--- config.mk ---
export PLATFORM = sky130hd
export DESIGN_NAME = byte_word_fifo_engine
export DESIGN_NICKNAME = d
export VERILOG_FILES = /design/src/rtl/bwf_pkg.sv /design/src/rtl/bwf_fifo.sv /design/src/rtl/bwf_rx_pack.sv /design/src/rtl/bwf_tx_unpack.sv /design/src/rtl/bwf_flags.sv /design/src/rtl/byte_word_fifo_engine.sv
export SDC_FILE = /design/constraint.sdc
export NUM_CORES = 1
export LEC_CHECK = 0
export BUFFER_PORTS_ARGS = -buffer_cell sky130_fd_sc_hd__buf_2
export CAP_MARGIN = 20
export CORE_MARGIN = 2
export CORE_UTILIZATION = 30
export CTS_CLUSTER_DIAMETER = 150
export DETAILED_ROUTE_END_ITERATION = 8
export GPL_ROUTABILITY_DRIVEN = 0
export PLACE_DENSITY = 0.58
export SYNTH_ARGS = -nofsm -noshare
export SYNTH_HDL_FRONTEND = slang
export SYNTH_SLANG_ARGS = --single-unit
--- constraint.sdc ---
create_clock -name clk_i -period 4.3 [get_ports clk_i]
set_input_delay 0.215 -clock clk_i [delete_from_list [all_inputs] [get_ports clk_i]]
set_output_delay 0.215 -clock clk_i [all_outputs]
set_load 0.05 [all_outputs]
--- src/rtl/bwf_pkg.sv ---
package bwf_pkg;
  localparam int STAT_W  = 22;
  localparam int S_DEND  = 8;
  localparam int S_BEND  = 10;
  localparam int S_TXACT = 12;
  localparam int S_RXACT = 13;
  localparam int S_TXHE  = 14;
  localparam int S_RXHF  = 15;
  localparam int S_TXFUL = 16;
  localparam int S_RXFUL = 17;
  localparam int S_TXEMP = 18;
  localparam int S_RXEMP = 19;
  localparam int S_TXAV  = 20;
  localparam int S_RXAV  = 21;
  typedef logic [STAT_W-1:0] stat_t;
endpackage

--- src/rtl/bwf_fifo.sv ---
module bwf_fifo #(
  parameter int DEPTH = 16,
  parameter int W     = 32,
  localparam int AW   = $clog2(DEPTH),
  localparam int CW   = $clog2(DEPTH+1)
) (
  input  logic          clk_i,
  input  logic          rst_ni,
  input  logic          push_i,
  input  logic [W-1:0]  wdata_i,
  input  logic          pop_i,
  output logic [W-1:0]  rdata_o,
  output logic [CW-1:0] count_o,
  output logic          full_o,
  output logic          empty_o
);
  logic [W-1:0]  mem_q [DEPTH];
  logic [AW-1:0] wr_q, rd_q;
  logic [CW-1:0] cnt_q;
  logic          push_ok, pop_ok;

  assign full_o  = (cnt_q == CW'(DEPTH));
  assign empty_o = (cnt_q == '0);
  assign push_ok = push_i & ~full_o;
  assign pop_ok  = pop_i & ~empty_o;
  assign rdata_o = mem_q[rd_q];
  assign count_o = cnt_q;

  function automatic logic [AW-1:0] nxt(input logic [AW-1:0] p);
    return (p == AW'(DEPTH-1)) ? '0 : p + AW'(1);
  endfunction

  always_ff @(posedge clk_i or negedge rst_ni) begin
    if (!rst_ni) begin
      wr_q  <= '0;
      rd_q  <= '0;
      cnt_q <= '0;
    end else begin
      if (push_ok) wr_q <= nxt(wr_q);
      if (pop_ok)  rd_q <= nxt(rd_q);
      cnt_q <= cnt_q + CW'(push_ok) - CW'(pop_ok);
    end
  end

  always_ff @(posedge clk_i) begin
    if (push_ok) mem_q[wr_q] <= wdata_i;
  end

  assert_fifo_bound_R12: assert property (@(posedge clk_i) disable iff (!rst_ni)
    cnt_q <= CW'(DEPTH));
  assert_no_overflow_R11: assert property (@(posedge clk_i) disable iff (!rst_ni)
    push_i && full_o && !pop_i |=> cnt_q == CW'(DEPTH));
  assert_no_underflow_R11: assert property (@(posedge clk_i) disable iff (!rst_ni)
    pop_i && empty_o && !push_i |=> cnt_q == '0);
endmodule

--- src/rtl/bwf_rx_pack.sv ---
module bwf_rx_pack #(
  parameter int W    = 32,
  localparam int BPW = W / 8,
  localparam int IW  = (BPW > 1) ? $clog2(BPW) : 1
) (
  input  logic         clk_i,
  input  logic         rst_ni,
  input  logic         clear_i,
  input  logic         fire_i,
  input  logic [7:0]   byte_i,
  input  logic         last_i,
  output logic         push_o,
  output logic [W-1:0] word_o
);
  logic [W-1:0]  acc_q;
  logic [IW-1:0] idx_q;

  assign word_o = acc_q | (W'(byte_i) << (8 * idx_q));
  assign push_o = fire_i & ((idx_q == IW'(BPW-1)) | last_i);

  always_ff @(posedge clk_i or negedge rst_ni) begin
    if (!rst_ni) begin
      acc_q <= '0;
      idx_q <= '0;
    end else if (clear_i) begin
      acc_q <= '0;
      idx_q <= '0;
    end else if (fire_i) begin
      if (push_o) begin
        acc_q <= '0;
        idx_q <= '0;
      end else begin
        acc_q <= word_o;
        idx_q <= idx_q + IW'(1);
      end
    end
  end

  // partial word leaves with the last byte, nothing lingers
  assert_pack_flush_R4: assert property (@(posedge clk_i) disable iff (!rst_ni)
    fire_i && last_i && !clear_i |=> idx_q == '0 && acc_q == '0);
endmodule

--- src/rtl/bwf_tx_unpack.sv ---
module bwf_tx_unpack #(
  parameter int W    = 32,
  localparam int BPW = W / 8,
  localparam int NW  = $clog2(BPW+1)
) (
  input  logic         clk_i,
  input  logic         rst_ni,
  input  logic         clear_i,
  input  logic         load_i,
  input  logic [W-1:0] word_i,
  input  logic         fire_i,
  output logic [7:0]   byte_o,
  output logic         have_o
);
  logic [W-1:0]  sh_q;
  logic [NW-1:0] left_q;

  assign byte_o = sh_q[7:0];
  assign have_o = (left_q != '0);

  always_ff @(posedge clk_i or negedge rst_ni) begin
    if (!rst_ni) begin
      sh_q   <= '0;
      left_q <= '0;
    end else if (clear_i) begin
      left_q <= '0;
    end else if (load_i) begin
      sh_q   <= word_i;
      left_q <= NW'(BPW);
    end else if (fire_i) begin
      sh_q   <= sh_q >> 8;
      left_q <= left_q - NW'(1);
    end
  end

  assert_tx_shift_R5: assert property (@(posedge clk_i) disable iff (!rst_ni)
    fire_i && !clear_i && !load_i |=> byte_o == $past(sh_q[15:8]));
endmodule

--- src/rtl/bwf_flags.sv ---
module bwf_flags
  import bwf_pkg::*;
#(
  parameter int DEPTH = 16,
  localparam int CW   = $clog2(DEPTH+1)
) (
  input  logic          on_i,
  input  logic          dir_i,
  input  logic [CW-1:0] count_i,
  output stat_t         bits_o
);
  logic emp, av, ful, he, hf;

  assign emp = (count_i == '0);
  assign av  = ~emp;
  assign ful = (count_i == CW'(DEPTH));
  assign he  = (count_i <= CW'(DEPTH/2));
  assign hf  = (count_i >= CW'(DEPTH/2));

  always_comb begin
    bits_o = '0;
    if (on_i) begin
      if (dir_i) begin
        bits_o[S_RXACT] = 1'b1;
        bits_o[S_RXHF]  = hf;
        bits_o[S_RXFUL] = ful;
        bits_o[S_RXEMP] = emp;
        bits_o[S_RXAV]  = av;
      end else begin
        bits_o[S_TXACT] = 1'b1;
        bits_o[S_TXHE]  = he;
        bits_o[S_TXFUL] = ful;
        bits_o[S_TXEMP] = emp;
        bits_o[S_TXAV]  = av;
      end
    end
  end
endmodule

--- src/rtl/byte_word_fifo_engine.sv ---
module byte_word_fifo_engine
  import bwf_pkg::*;
#(
  parameter int DEPTH  = 16,
  parameter int W      = 32,
  parameter int LEN_W  = 16,
  localparam int CW    = $clog2(DEPTH+1),
  localparam int WCW   = LEN_W - 1
) (
  input  logic             clk_i,
  input  logic             rst_ni,
  input  logic             cfg_wr_i,
  input  logic             cfg_enable_i,
  input  logic             cfg_dir_i,
  input  logic [LEN_W-1:0] len_i,
  input  logic             host_push_i,
  input  logic [W-1:0]     host_push_data_i,
  input  logic             host_pop_i,
  output logic [W-1:0]     host_pop_data_o,
  input  logic             card_rx_valid_i,
  input  logic [7:0]       card_rx_data_i,
  output logic             card_rx_ready_o,
  output logic             card_tx_valid_o,
  output logic [7:0]       card_tx_data_o,
  input  logic             card_tx_ready_i,
  output logic [STAT_W-1:0] status_o,
  output logic             enable_o,
  output logic [LEN_W-1:0] byte_cnt_o,
  output logic [WCW-1:0]   word_cnt_o,
  output logic             push_err_o,
  output logic             pop_err_o
);
  logic             en_q, dir_q, end_q, perr_q, poperr_q;
  logic [LEN_W-1:0] cnt_q;
  logic             cnt_nz, arm;
  logic             f_push, f_pop, f_full, f_empty;
  logic [W-1:0]     f_wdata, f_rdata;
  logic [CW-1:0]    f_count;
  logic             pk_push;
  logic [W-1:0]     pk_word;
  logic             rx_fire, tx_fire, tx_load, tx_have;
  logic [7:0]       tx_byte;
  stat_t            fifo_bits;
  logic [LEN_W:0]   cnt_rnd;

  assign cnt_nz  = (cnt_q != '0);
  assign arm     = cfg_wr_i & cfg_enable_i;

  assign card_rx_ready_o = en_q & dir_q & cnt_nz & ~f_full;
  assign rx_fire = card_rx_ready_o & card_rx_valid_i;
  assign card_tx_valid_o = en_q & ~dir_q & cnt_nz & tx_have;
  assign tx_fire = card_tx_valid_o & card_tx_ready_i;
  assign tx_load = en_q & ~dir_q & cnt_nz & ~tx_have & ~f_empty;
  assign card_tx_data_o = tx_byte;

  assign f_push  = dir_q ? pk_push : host_push_i;
  assign f_wdata = dir_q ? pk_word : host_push_data_i;
  assign f_pop   = dir_q ? host_pop_i : tx_load;

  bwf_fifo #(.DEPTH(DEPTH), .W(W)) u_fifo (
    .clk_i, .rst_ni,
    .push_i(f_push), .wdata_i(f_wdata), .pop_i(f_pop),
    .rdata_o(f_rdata), .count_o(f_count), .full_o(f_full), .empty_o(f_empty)
  );

  bwf_rx_pack #(.W(W)) u_pack (
    .clk_i, .rst_ni, .clear_i(arm), .fire_i(rx_fire),
    .byte_i(card_rx_data_i), .last_i(cnt_q == LEN_W'(1)),
    .push_o(pk_push), .word_o(pk_word)
  );

  bwf_tx_unpack #(.W(W)) u_unpack (
    .clk_i, .rst_ni, .clear_i(arm), .load_i(tx_load), .word_i(f_rdata),
    .fire_i(tx_fire), .byte_o(tx_byte), .have_o(tx_have)
  );

  // flags drop once nothing is left to move
  bwf_flags #(.DEPTH(DEPTH)) u_flags (
    .on_i(en_q & (cnt_nz | ~f_empty)), .dir_i(dir_q), .count_i(f_count),
    .bits_o(fifo_bits)
  );

  always_ff @(posedge clk_i or negedge rst_ni) begin
    if (!rst_ni) begin
      en_q  <= 1'b0;
      dir_q <= 1'b0;
      end_q <= 1'b0;
      cnt_q <= '0;
    end else if (cfg_wr_i) begin
      en_q  <= cfg_enable_i;
      dir_q <= cfg_dir_i;
      if (cfg_enable_i) begin
        cnt_q <= len_i;
        end_q <= 1'b0;
      end
    end else begin
      if (rx_fire | tx_fire) cnt_q <= cnt_q - LEN_W'(1);
      if (en_q & ~cnt_nz) end_q <= 1'b1;
      if (en_q & ~cnt_nz & f_empty) en_q <= 1'b0;
    end
  end

  always_ff @(posedge clk_i or negedge rst_ni) begin
    if (!rst_ni) begin
      perr_q   <= 1'b0;
      poperr_q <= 1'b0;
    end else begin
      perr_q   <= host_push_i & ~dir_q & f_full;
      poperr_q <= host_pop_i & dir_q & f_empty;
    end
  end

  assign cnt_rnd    = {1'b0, cnt_q} + (LEN_W+1)'(3);
  assign word_cnt_o = cnt_rnd[LEN_W:2];
  assign byte_cnt_o = cnt_q;
  assign enable_o   = en_q;
  assign push_err_o = perr_q;
  assign pop_err_o  = poperr_q;
  assign host_pop_data_o = f_rdata;

  always_comb begin
    status_o = fifo_bits;
    status_o[S_DEND] = end_q;
    status_o[S_BEND] = end_q;
  end

  assert_cnt_step_R6: assert property (@(posedge clk_i) disable iff (!rst_ni)
    (rx_fire || tx_fire) && !cfg_wr_i |=> cnt_q == $past(cnt_q) - LEN_W'(1));
  assert_end_flag_R8: assert property (@(posedge clk_i) disable iff (!rst_ni)
    en_q && !cnt_nz && !cfg_wr_i |=> status_o[S_DEND] && status_o[S_BEND]);
  assert_auto_off_R9: assert property (@(posedge clk_i) disable iff (!rst_ni)
    en_q && !cnt_nz && f_empty && !cfg_wr_i |=> !enable_o);
  assert_load_R2: assert property (@(posedge clk_i) disable iff (!rst_ni)
    arm |=> enable_o && byte_cnt_o == $past(len_i));
  assert_one_side_R7: assert property (@(posedge clk_i) disable iff (!rst_ni)
    !(card_rx_ready_o && card_tx_valid_o));
endmodule

==> results of run 1 <==
==> state kept, by name, summed over array words and instances (netlist names) <==
register and flops:
byte_cnt_o 16, dir_q 1, enable_o 1, end_q 1, pop_err_o 1, push_err_o 1, u_fifo.count_o 5, u_fifo.mem_q 512
u_fifo.rd_q 4, u_fifo.wr_q 4, u_pack.acc_q 32, u_pack.idx_q 2, u_unpack.left_q 3, u_unpack.sh_q 32
==> logic make-up after synthesis <==
| kind of cell | Yosys count | share of synthesized area [%] |
|---|---|---|
| and+or+nand+nor | 251 | 5.27 |
| buffers and inverters | 139 | 2.50 |
| muxes | 165 | 13.3 |
| other | 1 | 0.0148 |
| adders and majority gates | 19 | 0.971 |
| xor gates and xnor gates | 19 | 0.659 |
| DFF | 615 | 71.0 |
| AOI/OAI and AO/OA | 228 | 6.25 |
==> metrics by stage <==
step                      area, um^2  util, %  TNS [ns]  hold slack (ns)
after CTS                      29900     35.8         0          0.00141
after global placement         27500     32.9         0            0.422
after global routing           30000     35.9         0           0.0111
final                          30000     35.9         0           0.0218
after floorplan                25300        -    -82.75          -0.0806
after detailed placement       27500     32.9         0            0.432
==> placed cells by master, fill, tap and decap left out, types with 5 or more instances in the layout <==
master / synthesis / routed
xnor2_1: 14 / 14
conb_1: 1 / 10
nand2_1: 31 / 31
nor3_1: 23 / 18
a21oi_1: 97 / 97
clkinv_1: 0 / 11
inv_1: 21 / 21
buf_2: 15 / 151
and3_1: 36 / 31
buf_4: 20 / 64
a221o_1: 25 / 25
mux2i_1: 25 / 25
buf_12: 0 / 8
nor3_2: 1 / 6
nand3_1: 11 / 11
nor2_1: 76 / 73
nand4_1: 6 / 6
clkinv_2: 0 / 11
dlygate4sd3_1: 0 / 27
mux4_2: 136 / 136
clkbuf_16: 0 / 63
nand2b_1: 5 / 5
edfxtp_1: 512 / 512
a22o_1: 39 / 39
xor2_1: 5 / 5
bufinv_16: 0 / 11
ha_1: 18 / 18
nor2b_1: 28 / 28
dfrtp_1: 103 / 98
o211ai_1: 5 / 5
o21ai_0: 7 / 7
and3_2: 1 / 6
a211oi_1: 27 / 27
clkbuf_1: 64 / 6
==> power breakdown <==
group / internal (uW) / switching [uW]
sequential: 7090 / 545
combinational: 2340 / 4210
clock: 3370 / 2300
total: 12800 / 7050
==> Yosys cell counts (14+ instances only) <==
library cell  instances
edfxtp_1            512
nor3_1               23
dfrtp_1             103
a221o_1              25
nor2b_1              28
ha_1                 18
a22o_1               39
nand2_1              31
and3_1               36
clkbuf_1             64
mux4_2              136
buf_4                20
xnor2_1              14
inv_1                21
mux2i_1              25
nor2_1               76
a211oi_1             27
buf_2                15
a21oi_1              97
==> per-layer routing <==
layer  track usage [%]  share of wire (%)
met5                 0               0.11
met4              4.06                2.3
met2              22.4                 45
met3              3.19                7.3
met1              21.7                 46
==> area by class of cell <==
| type | count | area share, % |
|---|---|---|
| multi-input combinational | 692 | 22.5 |
| inverter | 21 | 0.263 |
| clock inverter | 44 | 1.73 |
| clock buffer | 71 | 5.42 |
| timing repair buffer | 253 | 5.68 |
| tap | 1080 | 4.50 |
| sequential | 615 | 59.8 |
| antenna | 2 | 0.0167 |
==> worst paths after layout <==
path,to,startpoint,cells past startpoint,slack [ns]
min in group asynchronous,pop_err_o,rst_ni,2,0.26
worst max-delay path,u_fifo.count_o[4],byte_cnt_o[0],14,0.67
max in group asynchronous,u_unpack.sh_q[18],rst_ni,3,2.89
worst min register to register,u_unpack.sh_q[27],u_unpack.sh_q[27],1,0.50
worst max register to register,u_fifo.count_o[4],byte_cnt_o[0],14,0.67
worst min-delay path,u_fifo.mem_q[15][25],host_push_data_i[25],3,0.02
==> worst reg2reg max path, cell delays in order (launching register included) <==
cell and delay [ns]:
dfrtp_1 0.43, inv_1 0.13, ha_1 0.26, or3b_2 0.49
nor3_2 0.24, a21bo_2 0.19, o21ai_1 0.26, ha_1 0.40
inv_1 0.04, ha_1 0.20, fa_1 0.44, a21oi_1 0.16
nor2_1 0.05, nor2_1 0.12, xor2_1 0.15
==> timing repair <==
item	CTS	global route
setup buffers	0	0
hold buffers	27	0
hold endpoints to repair	98	0
==> flow_metrics.env, run 1 <==
export IMPL_postSynthAreaPerCell_um2=17.6
export IMPL_wl_mm=64.3
export IMPL_fp_dieH_um=294
export IMPL_crit_chain="inv_1 > ha_1 > or3b_2 > nor3_2 > a21bo_2 > o21ai_1 > ha_1 > inv_1 > ha_1 > fa_1 > a21oi_1 > nor2_1 > nor2_1 > xor2_1"
export IMPL_timing_final_crit_share_pct=84.4
export IMPL_ys_ff_latch=615
export IMPL_cts_max_level=2
export IMPL_layout_min_cycle_time_ns=3.63
export IMPL_ctsLongestPathBuffers=3
export IMPL_maxCapViolations=0
export IMPL_power_uw=19900
export IMPL_synth_ff_type="edfxtp_1"
export IMPL_synth_seq_area_share_pct=71.0
export IMPL_clkTransAtPathRegs_ns=0.07
export IMPL_cp_arrival_ns=4.18
export IMPL_hold_viol=0
export IMPL_yosys_warnings=0
export IMPL_cts_made_buffers=61
export IMPL_hold_path_class="in -> reg"
export IMPL_leakagePower_uw=0.0106
export IMPL_pwr_density_cell_nw_per_um2=661
export IMPL_synthTopCellsByArea="edfxtp_1 61%, mux4_2 12%, dfrtp_1 10%"
export IMPL_drtPass1Iterations=5
export IMPL_grt_usage_pct=14.9
export IMPL_max_stage_delay_ns=0.49
export IMPL_dp_hpwl_mm=41.2
export IMPL_cpMostUsedCell="ha_1"
export IMPL_core_area_um2=83600
export IMPL_clock_sinks=615
export IMPL_regArea_um2=18000
export IMPL_instances_no_fill=2778
export IMPL_start_kind="flip-flop"
export IMPL_wire_per_inst_um=23.1
export IMPL_path_delay_family="adder cells"
export IMPL_fill_cells=7871
export IMPL_critical_path_buf_inv_count=2
export IMPL_ys_types=70
export IMPL_chipWidth_um=294
export IMPL_max_slew_margin_pct=31.0
export IMPL_ant_nets=0
export IMPL_cts_root_buf="clkbuf_16"
export IMPL_fp_row_count=106
export IMPL_netlist_area_leader_share_pct=60.8
export IMPL_die_area_um2=86600
export IMPL_synth_area_um2=25300
export IMPL_grt_pass1_vias=14400
export IMPL_grt_overflow_total=0
export IMPL_synth_edf_count=512
export IMPL_tightest_slew_ns=1.04
export IMPL_cts_resized=0
export IMPL_rsz0062_at_grt="false"
export IMPL_slew_violations=0
export IMPL_ir_worst_vdd_mv=0.383
export IMPL_fin_nets=1728
export IMPL_multi_input_area_um2=6770
export IMPL_cp_end_kind="flip-flop"
export IMPL_drcViolationCount=0
export IMPL_crit_path_top_delay_cell="or3b_2"
export IMPL_synthCells=1437
export IMPL_drt_iter0_drc=1146
export IMPL_io_pins=163
export IMPL_skew_ns=0.0271
export IMPL_vias=14200
export IMPL_final_setup_worst_slack_ns=0.670
export IMPL_dp_slack_ns=0.730
export IMPL_grt_pass1_wl_mm=95.6
export IMPL_async_reset_ff_share_pct=16.7
export IMPL_place_inst=2619
export IMPL_grt_max_degree=70
export IMPL_synth_top_area_cell="edfxtp_1"
export IMPL_area_delta_synth_final_pct=18.8
export IMPL_path_max_fanout=6
export IMPL_status="complete, no violations"
export IMPL_start_util_pct=30.2
export IMPL_cts_tree="yes"
export IMPL_path_class="reg -> reg"
export IMPL_clock_fmax_mhz=276
export IMPL_crit_required_ns=4.85
export IMPL_clk_insertion_delay_late_ns=0.63
export IMPL_antenna_found_initial=9
export IMPL_drive_gt1_share_pct=29.6
export IMPL_portBuffers=152
export IMPL_via_per_inst=5.11
export IMPL_finalSetupViolations=0
No activity file was read; power rests on OpenSTA's default activity.
==> run 2: changes to the inputs <==
- clock period: 4.3 -> 3.2 ns (I/O delays scaled with it)
==> flow_metrics.env, run 2 (synthesized netlist as in run 1, its figures left out) <==
export IMPL_worstReg2RegStart="byte_cnt_o[0]"
export IMPL_layout_commonest_cell="edfxtp_1"
export IMPL_start_kind="flip-flop"
export IMPL_hold_viol=0
export IMPL_grt_overflow_total=0
export IMPL_via_per_inst=5.06
export IMPL_die_area_um2=86600
export IMPL_wl_mm=65.2
export IMPL_crit_required_ns=3.04
export IMPL_cts_max_level=2
export IMPL_status="complete, no violations"
export IMPL_r2r_end="u_fifo.count_o[4]"
export IMPL_path_class="reg -> out"
export IMPL_crit_path_top_delay_cell="mux4_2"
export IMPL_ff2ff_path_depth=14
export IMPL_cpMostUsedCell="mux4_2"
export IMPL_finalSetupViolations=0
export IMPL_maxCapViolations=0
export IMPL_antenna_found_initial=13
export IMPL_ctsLongestPathBuffers=3
export IMPL_slew_violations=0
export IMPL_fp_row_count=106
export IMPL_drtPass1Iterations=7
export IMPL_fin_nets=1750
export IMPL_area_delta_synth_final_pct=20.1
export IMPL_wire_per_inst_um=23.3
export IMPL_tightest_slew_ns=0.956
export IMPL_skew_ns=0.0240
export IMPL_place_inst=2643
export IMPL_most_common_layout_cells="512 x edfxtp_1, 151 x buf_2, 136 x mux4_2, 92 x a21oi_1, 91 x dfrtp_1"
export IMPL_worstHoldEndpoint="u_fifo.mem_q[2][17]"
export IMPL_grt_max_degree=66
export IMPL_vias=14200
export IMPL_timing_final_crit_share_pct=96.7
export IMPL_drive_gt1_share_pct=30.8
export IMPL_rrSetupSlack_ns=0.23
export IMPL_pwr_density_cell_nw_per_um2=870
export IMPL_max_stage_delay_ns=0.60
export IMPL_drcViolationCount=0
export IMPL_max_slew_margin_pct=36.3
export IMPL_clock_sinks=615
export IMPL_leakagePower_uw=0.0107
export IMPL_clock_fmax_mhz=323
export IMPL_largest_register_ffs=512
export IMPL_cts_made_buffers=61
export IMPL_rsz0062_at_grt="true"
export IMPL_chipWidth_um=294
export IMPL_layout_min_cycle_time_ns=3.10
export IMPL_clkTransAtPathRegs_ns=0.06
export IMPL_grt_pass1_vias=14700
export IMPL_fp_dieH_um=294
export IMPL_ir_worst_vdd_mv=0.521
export IMPL_io_pins=163
export IMPL_cts_tree="yes"
export IMPL_grt_usage_pct=15.0
export IMPL_cp_arrival_ns=2.94
export IMPL_drt_iter0_drc=1246
export IMPL_grt_pass1_wl_mm=96.0
export IMPL_fill_cells=7808
export IMPL_hold_path_class="in -> reg"
export IMPL_instances_no_fill=2803
export IMPL_largest_register="u_fifo.mem_q"
export IMPL_ant_nets=0
export IMPL_cp_end_kind="output pin"
export IMPL_clk_insertion_delay_late_ns=0.64
export IMPL_core_area_um2=83600
export IMPL_dp_hpwl_mm=40.5
export IMPL_min_delay_start="host_push_data_i[17]"
export IMPL_top_regs="u_fifo.mem_q x512, u_pack.acc_q x32, u_unpack.sh_q x32"
export IMPL_holdPathStages=4
export IMPL_crit_chain="buf_4 > mux4_2 > mux4_2 > buf_2"
export IMPL_path_max_fanout=17
export IMPL_final_util_pct=36.3
export IMPL_cts_root_buf="clkbuf_16"
export IMPL_portBuffers=152
export IMPL_start_util_pct=30.2
-- run 2: cell types whose count changed in the layout (fill, tap and decap cells not counted), sizes merged --
cell	change
diode	+2
bufinv	-7
clkinvlp	-2
clkinv	-3
clkbuf	+12
inv	-1
dlygate4sd3	+5
buf	+19
-- run 2: final cells by class --
type | count | area, um^2 | share of cell area, %
sequential | 615 | 18000 | 59.2
clock inverter | 31 | 323 | 1.06
inverter | 21 | 78.8 | 0.260
antenna | 4 | 10.0 | 0.0330
clock buffer | 85 | 1680 | 5.53
timing repair buffer | 275 | 2090 | 6.89
tap | 1080 | 1350 | 4.45
multi-input combinational | 692 | 6850 | 22.6
-- run 2: metal layers --
layer / share of wire, % / track usage [%]
met3: 8.0 / 3.54
met2: 46 / 23.5
met4: 1.6 / 3.26
met5: 0.11 / 0
met1: 45 / 21.3
-- run 2: timing repair --
| action | in CTS | in global routing |
|---|---|---|
| gates resized for setup | 2 | 4 |
| buffers inserted | 6 | 0 |
| hold buffers | 32 | 0 |
| endpoints found under the setup margin | 14 | 7 |
| pin swaps | 0 | 1 |
| hold endpoints to repair | 118 | 0 |
-- run 2: worst max-delay path, delay by kind of cell, from the launching register on --
family                 cells  cell delay (ns)
buffers and inverters      2             0.63
flip-flops                 1             0.49
multiplexers               2             1.16
-- run 2: metrics by stage --
stage	setup TNS, ns	setup slack (ns)	area (um^2)	total power (uW)	hold WS [ns]
final	0	0.105	30400	26400	0.0703
after CTS	0	0.0199	30300	26700	0.0487
after global placement	0	0.190	27900	19300	0.297
after global routing	-0.0129	-0.00760	30400	27600	0.121
after detailed placement	0	0.168	27900	19400	0.324
after floorplan	-1.27	-0.0397	25400	16400	-0.136
-- run 2: worst max path at each step --
stage	depth (start not counted)	from	to	slack (ns)
final	4	u_fifo.rd_q[0]	host_pop_data_o[31]	0.10
after global routing	6	u_fifo.rd_q[0]	host_pop_data_o[22]	-0.008
after CTS	4	u_fifo.rd_q[0]	host_pop_data_o[31]	0.02
after detailed placement	14	byte_cnt_o[0]	u_fifo.count_o[4]	0.17
after global placement	14	byte_cnt_o[0]	u_fifo.count_o[4]	0.19
after floorplan	8	byte_cnt_o[8]	u_fifo.mem_q[15][0]	-0.04
-- run 2: where the power goes --
group,internal (uW),switching (uW)
logic,3410,5850
clock network,4020,3090
registers,9530,524
total,17000,9460
